==> config.mk <==
export PLATFORM = sky130hd
export DESIGN_NAME = bank_seq_selector
export DESIGN_NICKNAME = d
export VERILOG_FILES = /design/src/rtl/bank_sel_pkg.sv /design/src/rtl/ce_edge_sync.sv /design/src/rtl/seq_matcher.sv /design/src/rtl/bank_latch.sv /design/src/rtl/bank_seq_selector.sv
export SDC_FILE = /design/constraint.sdc
export NUM_CORES = 1
export LEC_CHECK = 0
export ABC_AREA = 1
export CAP_MARGIN = 15
export CORE_ASPECT_RATIO = 1.2
export CORE_MARGIN = 2
export CORE_UTILIZATION = 51
export CTS_CLUSTER_DIAMETER = 200
export CTS_CLUSTER_SIZE = 16
export DETAILED_ROUTE_END_ITERATION = 10
export GPL_TIMING_DRIVEN = 1
export PLACE_DENSITY_LB_ADDON = 0.15
export SYNTH_ARGS = -nofsm -noshare
export SYNTH_HDL_FRONTEND = slang
export SYNTH_SLANG_ARGS = --single-unit
==> constraint.sdc <==
create_clock -name clk -period 3.2 [get_ports clk]
set_input_delay 0.48 -clock clk [delete_from_list [all_inputs] [get_ports clk]]
set_output_delay 0.48 -clock clk [all_outputs]
set_load 0.05 [all_outputs]
==> src/rtl/bank_sel_pkg.sv <==
package bank_sel_pkg;
  localparam int ADDR_W = 4;
  localparam int BANK_W = 4;
  localparam logic [63:0] DEFAULT_PATTERN = 64'hAA444A5A55AAA5A5;

  typedef logic [ADDR_W-1:0] nib_t;

  typedef struct packed {
    logic              en;
    logic [BANK_W-1:0] bank;
  } sel_t;
endpackage

==> src/rtl/ce_edge_sync.sv <==
module ce_edge_sync #(
  parameter int STAGES = 2
) (
  input  logic clk,
  input  logic rst_n,
  input  logic ce_in_n,
  output logic fall,
  output logic rise
);
  logic [STAGES:0] sh_q;
  logic synced, prev;

  always_ff @(posedge clk or negedge rst_n) begin
    if (!rst_n) sh_q <= '1;
    else        sh_q <= {sh_q[STAGES-1:0], ce_in_n};
  end

  assign synced = sh_q[STAGES-1];
  assign prev   = sh_q[STAGES];
  assign fall   = prev & ~synced;
  assign rise   = ~prev & synced;
endmodule

==> src/rtl/seq_matcher.sv <==
module seq_matcher
  import bank_sel_pkg::*;
#(
  parameter int STEPS = 16,
  parameter logic [STEPS*ADDR_W-1:0] PATTERN = DEFAULT_PATTERN
) (
  input  logic clk,
  input  logic rst_n,
  input  logic fall,
  input  logic rise,
  input  logic pwr_fail,
  input  nib_t nib,
  output logic commit,
  output sel_t new_sel
);
  localparam int STEP_W  = $clog2(STEPS);
  localparam int EN_STEP = STEPS - BANK_W - 1;

  logic [STEP_W-1:0] step_q;
  logic              pend_q;
  logic              pend_en_q;
  logic [BANK_W-1:0] pend_bank_q;
  nib_t              exp_nib, cmp_mask;
  logic              cap, is_restart, hit, first_hit, advance;

  assign exp_nib    = PATTERN[int'(step_q)*ADDR_W +: ADDR_W];
  assign cmp_mask   = (int'(step_q) < EN_STEP) ? '1 : {{(ADDR_W-1){1'b1}}, 1'b0};
  assign hit        = ((nib ^ exp_nib) & cmp_mask) == '0;
  assign is_restart = &nib;
  assign first_hit  = nib == PATTERN[ADDR_W-1:0];
  assign cap        = fall & ~pwr_fail;
  assign advance    = cap & ~is_restart & hit;
  assign commit     = rise & pend_q & ~pwr_fail;

  always_ff @(posedge clk or negedge rst_n) begin
    if (!rst_n) begin
      step_q <= '0;
      pend_q <= 1'b0;
    end else if (pwr_fail) begin
      step_q <= '0;
      pend_q <= 1'b0;
    end else begin
      if (rise) pend_q <= 1'b0;
      if (cap) begin
        if (is_restart) begin
          step_q <= '0;
        end else if (hit) begin
          if (int'(step_q) == STEPS-1) begin
            step_q <= '0;
            pend_q <= 1'b1;
          end else begin
            step_q <= step_q + 1'b1;
          end
        end else begin
          step_q <= first_hit ? STEP_W'(1) : '0;
        end
      end
    end
  end

  always_ff @(posedge clk or negedge rst_n) begin
    if (!rst_n)                                           pend_en_q <= 1'b0;
    else if (advance && int'(step_q) == EN_STEP)          pend_en_q <= nib[0];
  end

  for (genvar b = 0; b < BANK_W; b++) begin : g_bank
    localparam int LOAD_STEP = STEPS - 1 - b;
    always_ff @(posedge clk or negedge rst_n) begin
      if (!rst_n)                                         pend_bank_q[b] <= 1'b0;
      else if (advance && int'(step_q) == LOAD_STEP)      pend_bank_q[b] <= nib[0];
    end
  end

  assign new_sel.en   = pend_en_q;
  assign new_sel.bank = pend_bank_q;

  p_restart_r3: assert property (@(posedge clk) disable iff (!rst_n)
    (cap && is_restart) |=> (step_q == '0));

  p_abort_r10: assert property (@(posedge clk) disable iff (!rst_n)
    (cap && !is_restart && !hit) |=> (int'(step_q) <= 1));

  p_pf_clear_r11: assert property (@(posedge clk) disable iff (!rst_n)
    pwr_fail |=> (step_q == '0 && !pend_q));

  p_pend_from_last_r7: assert property (@(posedge clk) disable iff (!rst_n)
    $rose(pend_q) |-> (int'($past(step_q)) == STEPS-1));
endmodule

==> src/rtl/bank_latch.sv <==
module bank_latch
  import bank_sel_pkg::*;
(
  input  logic              clk,
  input  logic              rst_n,
  input  logic              commit,
  input  sel_t              new_sel,
  input  logic              ce_in_n,
  input  logic              pwr_fail,
  output logic [BANK_W-1:0] bank_sel,
  output logic              ce_out_n
);
  sel_t cur_q;

  always_ff @(posedge clk or negedge rst_n) begin
    if (!rst_n) begin
      cur_q <= '0;
    end else if (commit) begin
      cur_q.en   <= new_sel.en;
      cur_q.bank <= new_sel.en ? new_sel.bank : '0;
    end
  end

  assign bank_sel = cur_q.bank;
  assign ce_out_n = ce_in_n | ~cur_q.en | pwr_fail;

  p_hold_r9: assert property (@(posedge clk) disable iff (!rst_n)
    !commit |=> $stable(bank_sel));

  p_off_low_r6: assert property (@(posedge clk) disable iff (!rst_n)
    !cur_q.en |-> (bank_sel == '0 && ce_out_n));
endmodule

==> src/rtl/bank_seq_selector.sv <==
module bank_seq_selector
  import bank_sel_pkg::*;
#(
  parameter int SYNC_STAGES = 2,
  parameter int STEPS = 16,
  parameter logic [STEPS*ADDR_W-1:0] PATTERN = DEFAULT_PATTERN
) (
  input  logic              clk,
  input  logic              rst_n,
  input  logic [ADDR_W-1:0] addr_nib,
  input  logic              ce_in_n,
  input  logic              pwr_fail,
  output logic [BANK_W-1:0] bank_sel,
  output logic              ce_out_n
);
  logic fall, rise, commit;
  sel_t new_sel;

  ce_edge_sync #(.STAGES(SYNC_STAGES)) u_sync (
    .clk(clk), .rst_n(rst_n), .ce_in_n(ce_in_n), .fall(fall), .rise(rise)
  );

  seq_matcher #(.STEPS(STEPS), .PATTERN(PATTERN)) u_match (
    .clk(clk), .rst_n(rst_n), .fall(fall), .rise(rise), .pwr_fail(pwr_fail),
    .nib(addr_nib), .commit(commit), .new_sel(new_sel)
  );

  bank_latch u_latch (
    .clk(clk), .rst_n(rst_n), .commit(commit), .new_sel(new_sel),
    .ce_in_n(ce_in_n), .pwr_fail(pwr_fail), .bank_sel(bank_sel), .ce_out_n(ce_out_n)
  );
endmodule

==> metrics.cfg, run 1 <==
[clock_network]
clk_latency_ns = 0.30
cts_hold_buffers = 0
cts_tree = done
postCtsSetupRepairBufs = 0
clockBufferDepth = 2
clk_pin_slew_ns = 0.11
cts_buffers = 3
htree_levels = 1
cts_root_buffer = clkbuf_4
cts_resized = 0
clock_sinks = 18

[synth]
syn_nets = 152
synth.avg_cell_area_sq_um = 7.96
synth_cell_type_count = 26
ys_warn_count = 0
synth-seq-cells = 18
syn-cell-area_sq_um = 1110
synth_seq_area_share_pct = 40.7
synthCells = 140

[timing]
rsz0062_at_grt = false
setup_tns_ns = 0
hold_slack_ns = 0.372
fmax_mhz = 387
skew_ns = 0.00354
hold_viol_final = 0
worst_slew_pin_slew_ns = 0.796
min_period_ns = 2.58
fin_crit_sh_pct = 80.7
slew_headroom_pct = 46.8
setup_viol = 0
slew_viol_final = 0

[setup_path]
worst_ep_arrival_time_ns = 2.10
cpLargestDelayFamily = buffers and inverters
cp-startpoint = pwr_fail
cp_data_required_time_ns = 2.72
r2r_cells = 10
crit_buf_inv = 2
worst-path-max-fanout = 9
cp.depth = 4
setup.worst_path.start_class = primary input
path_class = in2out
worstPathCellList = clkdlybuf4s50_1 > nor2_1 > nand2_1 > clkdlybuf4s50_1
slowest_delay_ns = 0.79
cp_slowest_cell = clkdlybuf4s50_1
r2r_start = u_match.step_q[1]$_DFFE_PN0P_
cp_common_cell = clkdlybuf4s50_1
cp-end-kind = output port

[cells_and_area]
area_growth_pct = 12.2
fillers = 188
antenna_cells = 0
layout_common_cells = nand2_1, dfrtp_1, inv_1, nand3_1, clkdlybuf4s50_1
fin_nets = 162
drive_gt1_share_pct = 16.1
final_common_cell = nand2_1
fin_util_pct = 60.4

[power]
powerDensity_nw_per_um2 = 329
max-vdd-ir-drop_v = 0.000224
p_leak_nw = 0.587

[grt]
grt.total_usage_pct = 19.7
busiest_layer = met2
grt_overflow = 0
grt_pass1_vias = 892
use_met3_pct = 2.94
grt_max_degree = 19
antenna_found_initial = 0
grt_pass1_wl_um = 3860
grt.met2_usage_pct = 32.9
use_met1_pct = 26.2

[hold_path]
hold_depth = 0
holdCritPathClass = reg2reg
hp-start = u_sync.sh_q[0]$_DFF_PN1_

[flow_run]
cap_violations = 0

[placement]
hpwlAfterDp_um = 1670
io_buffers = 12
gp_congestion = 0.854

[detailed_routing]
drtIter0Drc = 11
route.vias.total = 912
route.detailed.drc = 0
routedWlPerCell_um = 11.7
detail-route-antenna-nets = 0
vias_per_cell = 5.09
wl_um = 2090
first_pass_iters = 4

[die]
rows = 18
coreArea_sq_um = 2070
start_util_pct = 53.8
num_io_pins = 13
die_x_um = 46.7
die_height_um = 55.2
die_area_sq_um = 2580

[status]
status = finished, final reports clean

## final timing paths
path	endpoint	slack (ns)
setup reg to reg	u_match.new_sel[0]$_DFFE_PN0P_	1.48
max in group asynchronous	u_match.step_q[1]$_DFFE_PN0P_	2.08
hold / removal	u_sync.sh_q[1]$_DFF_PN1_	0.37
setup / recovery	ce_out_n	0.62
min in group asynchronous	u_match.step_q[0]$_DFFE_PN0P_	0.63
hold reg to reg	u_sync.sh_q[1]$_DFF_PN1_	0.37
## synth_stat cells, drive strengths merged
cell type	n	area share (%)
nand2	45	16
dfrtp	15	34
o22ai	3	1.7
nand3	16	9.2
xor2	1	0.79
nor3	3	2.4
o21ai	6	2.7
mux2	1	1.0
nor3b	1	0.67
buf	7	5.2
dfstp	3	7.1
inv	17	6.2
ha	4	4.5
nor2	11	4.8
nand4	5	2.8
a21oi	2	0.90
## report_power, final
group	total [mW]	switching, mW	leakage (nW)	internal (mW)
Sequential	0.233	0.00185	0.241	0.231
Combinational	0.0342	0.0213	0.325	0.0129
Clock	0.144	0.0744	0.0210	0.0695
Total	0.411	0.0975	0.587	0.314
## worst register-to-register path: cells and delay by family (launching register included)
| family | cells | cell delay, ns |
|---|---|---|
| AOI/OAI and AO/OA | 1 | 0.14 |
| and+or+nand+nor | 6 | 0.69 |
| buffers and inverters | 2 | 0.21 |
| adders and majority gates | 1 | 0.18 |
| DFF | 1 | 0.44 |
## logic make-up after synthesis
family	Yosys count	share of synthesized area (%)
xor gates and xnor gates	1	0.786
muxes	1	1.01
adders and majority gates	4	4.49
DFF	18	40.7
AOI/OAI and AO/OA	11	5.28
buffers and inverters	24	11.3
and+or+nand+nor	81	36.4
## per-layer routing
layer / wire, um / share of wire [%] / up-vias
met5: 0 / 0 / -
met1: 884 / 42 / 424
li1: - / - / 465
met2: 1100 / 53 / 21
met3: 83 / 4.0 / 2
met4: 20 / 0.96 / 0
## registers in the layout, indices dropped and copies added (netlist names)
| name | count |
|---|---|
| u_latch.bank_sel | 4 |
| u_latch.cur_q | 1 |
| u_match.new_sel | 4 |
| u_match.pend_en_q | 1 |
| u_match.pend_q | 1 |
| u_match.step_q | 4 |
| u_sync.sh_q | 3 |
## cell type report
| class | count | area (sq um) | area share [%] |
|---|---|---|---|
| sequential | 18 | 454 | 36.3 |
| clock buffer | 4 | 36.3 | 2.90 |
| tap | 30 | 37.5 | 3.00 |
| multi-input combinational | 98 | 534 | 42.7 |
| inverter | 17 | 68.8 | 5.50 |
| timing repair buffer | 12 | 120 | 9.60 |
## per-stage QoR
step | power, mW | setup slack, ns | std cells | instance area, sq um
after detailed placement | 0.272 | 0.608 | 175 | 1210
after global placement | 0.270 | 0.656 | 175 | 1210
after global routing | 0.428 | 0.509 | 179 | 1250
after floorplan | 0.256 | 1.68 | 140 | 1110
after CTS | 0.415 | 0.597 | 179 | 1250
final | 0.411 | 0.616 | 179 | 1250
Power figures use the tool's default switching activity.
==> run 2, diff against run 1 <==
--- a/config.mk
+++ b/config.mk
@@ -9,7 +9,7 @@
 export CAP_MARGIN = 15
 export CORE_ASPECT_RATIO = 1.2
 export CORE_MARGIN = 2
-export CORE_UTILIZATION = 51
+export CORE_UTILIZATION = 49
 export CTS_CLUSTER_DIAMETER = 200
 export CTS_CLUSTER_SIZE = 16
 export DETAILED_ROUTE_END_ITERATION = 10
==> constraint.sdc (replaced) <==
create_clock -name clk -period 2.1 [get_ports clk]
set_input_delay 0.315 -clock clk [delete_from_list [all_inputs] [get_ports clk]]
set_output_delay 0.315 -clock clk [all_outputs]
set_load 0.05 [all_outputs]
==> metrics.cfg, run 2 (synthesized netlist as in run 1, its figures left out) <==
[power]
finalPower_mw = 0.623  ; was 0.411 mW
powerDensity_nw_per_um2 = 488  ; was 329 nW/um^2
p_leak_nw = 0.603  ; was 0.587 nW
max-vdd-ir-drop_v = 0.000268  ; was 0.000224 V

[die]
die_height_um = 56.3  ; was 55.2 um
die_area_sq_um = 2670  ; was 2580 sq um
start_util_pct = 52.7  ; was 53.8%
num_io_pins = 13  ; unchanged
coreArea_sq_um = 2120  ; was 2070 sq um
rows = 18  ; unchanged
die_x_um = 47.5  ; was 46.7 um

[setup_path]
cpLargestDelayFamily = buffers and inverters  ; unchanged
worstPathCellList = clkdlybuf4s50_1  ; was clkdlybuf4s50_1 > nor2_1 > nand2_1 > clkdlybuf4s50_1
worst_ep_arrival_time_ns = 1.44  ; was 2.10 ns
worst-path-max-fanout = 2  ; was 9
cp_data_required_time_ns = 1.78  ; was 2.72 ns
cp_slowest_cell = clkdlybuf4s50_1  ; unchanged
r2r_start = u_match.step_q[1]$_DFFE_PN0P_  ; unchanged
endpoint = bank_sel[0]  ; was ce_out_n
cp.depth = 1  ; was 4
path_class = reg2out  ; was in2out
slowest_delay_ns = 0.80  ; was 0.79 ns
setup.worst_path.start_class = flip-flop  ; was primary input
reg2reg_to = u_match.new_sel[3]$_DFFE_PN0P_  ; was u_match.new_sel[0]$_DFFE_PN0P_
crit_buf_inv = 1  ; was 2
cp-end-kind = output port  ; unchanged
r2r_cells = 10  ; unchanged
cp-startpoint = u_latch.bank_sel[0]$_DFFE_PN0P_  ; was pwr_fail
rrSetupSlack_ns = 0.41  ; was 1.48 ns

[cells_and_area]
fin_nets = 164  ; was 162
fin_area_sq_um = 1280  ; was 1250 sq um
seq_area_sq_um = 454  ; unchanged
final_common_cell = nand2_1  ; unchanged
multi_input_area_sq_um = 534  ; unchanged
area_growth_pct = 14.5  ; was 12.2%
fillers = 210  ; was 188
drive_gt1_share_pct = 17.9  ; was 16.1%
antenna_cells = 0  ; unchanged
layout_common_cells = nand2_1, dfrtp_1, inv_1, nand3_1, clkdlybuf4s50_1  ; unchanged

[clock_network]
cts_hold_buffers = 0  ; unchanged
cts_buffers = 3  ; unchanged
clock_sinks = 18  ; unchanged
clk_latency_ns = 0.29  ; was 0.30 ns
clk_pin_slew_ns = 0.10  ; was 0.11 ns
htree_levels = 1  ; unchanged
postCtsSetupRepairBufs = 0  ; unchanged
cts_tree = done  ; unchanged
cts_root_buffer = clkbuf_4  ; unchanged
clockBufferDepth = 2  ; unchanged
cts_resized = 0  ; unchanged

[status]
status = finished, final reports clean  ; unchanged

[detailed_routing]
route.vias.total = 944  ; was 912
wl_um = 2170  ; was 2090 um
drtIter0Drc = 23  ; was 11
route.detailed.drc = 0  ; unchanged
first_pass_iters = 4  ; unchanged
routedWlPerCell_um = 12.0  ; was 11.7 um
vias_per_cell = 5.22  ; was 5.09
detail-route-antenna-nets = 0  ; unchanged

[timing]
setup_tns_ns = 0  ; unchanged
min_period_ns = 1.76
fin_crit_sh_pct = 83.7
skew_ns = 0.00116  ; was 0.00354 ns
slew_viol_final = 0  ; unchanged
setup_viol = 0  ; unchanged
worst_slew_pin_slew_ns = 0.493  ; was 0.796 ns
fmax_mhz = 569
hold_slack_ns = 0.346  ; was 0.372 ns
rsz0062_at_grt = false  ; unchanged
slew_headroom_pct = 67.0  ; was 46.8%
hold_viol_final = 0  ; unchanged

[grt]
grt_overflow = 0  ; unchanged
grt_max_degree = 19  ; unchanged
grt_pass1_wl_um = 4000  ; was 3860 um
grt.total_usage_pct = 20.2  ; was 19.7%
antenna_found_initial = 0  ; unchanged
grt_pass1_vias = 941  ; was 892

[hold_path]
holdCritPathClass = in2async  ; was reg2reg

[flow_run]
cap_violations = 0  ; unchanged

[placement]
gp_congestion = 0.865  ; was 0.854
place_area_sq_um = 1240  ; was 1210 sq um
hpwlAfterDp_um = 1730  ; was 1670 um
io_buffers = 12  ; unchanged

[run 2: changes by cell type in the layout (fill, tap and decap cells not counted), sizes merged]
| cell | previous run | this run |
|---|---|---|
| buf | 0 | 3 |
| clkdlybuf4s50 | 12 | 11 |
[run 2: worst min path at each step]
stage          cells past startpoint  slack [ns]                               to                      from
2_1_floorplan                      0        0.02  u_latch.bank_sel[0]$_DFFE_PN0P_                     rst_n
3_3_place_gp                       0        0.35         u_sync.sh_q[1]$_DFF_PN1_  u_sync.sh_q[0]$_DFF_PN1_
3_5_place_dp                       0        0.35         u_sync.sh_q[1]$_DFF_PN1_  u_sync.sh_q[0]$_DFF_PN1_
4_1_cts                            2        0.34  u_latch.bank_sel[0]$_DFFE_PN0P_                     rst_n
5_1_grt                            2        0.37  u_latch.bank_sel[1]$_DFFE_PN0P_                     rst_n
6_report                           2        0.35         u_match.pend_q$_DFF_PN0_                     rst_n
[run 2: cell type report]
class | count | share of cell area [%]
Multi-Input combinational cell | 98 | 41.9
Timing Repair Buffer | 14 | 11.4
Sequential cell | 18 | 35.6
Inverter | 17 | 5.39
Clock buffer | 4 | 2.84
Tap cell | 30 | 2.94
[run 2: metrics by stage]
step                      worst slack, ns  instances  utilization [%]
after global routing                0.246        181             60.3
after global placement              0.307        177             58.6
after CTS                           0.319        181             60.3
after detailed placement            0.290        177             58.6
final                               0.341        181             60.3
after floorplan                     0.632        140                -
[run 2: power by group]
part / leakage, nW / switching, mW / total (mW) / internal, mW
clock: 0.0210 / 0.108 / 0.213 / 0.105
sequential: 0.241 / 0.00275 / 0.355 / 0.352
combinational: 0.341 / 0.0330 / 0.0552 / 0.0222
total: 0.603 / 0.143 / 0.623 / 0.480
[run 2: routing by layer]
metal  wire length (um)  GRT usage, %
met1                916          24.7
met2               1160          34.4
met3                 77          3.86
met4                 13          5.79
met5                  0             0
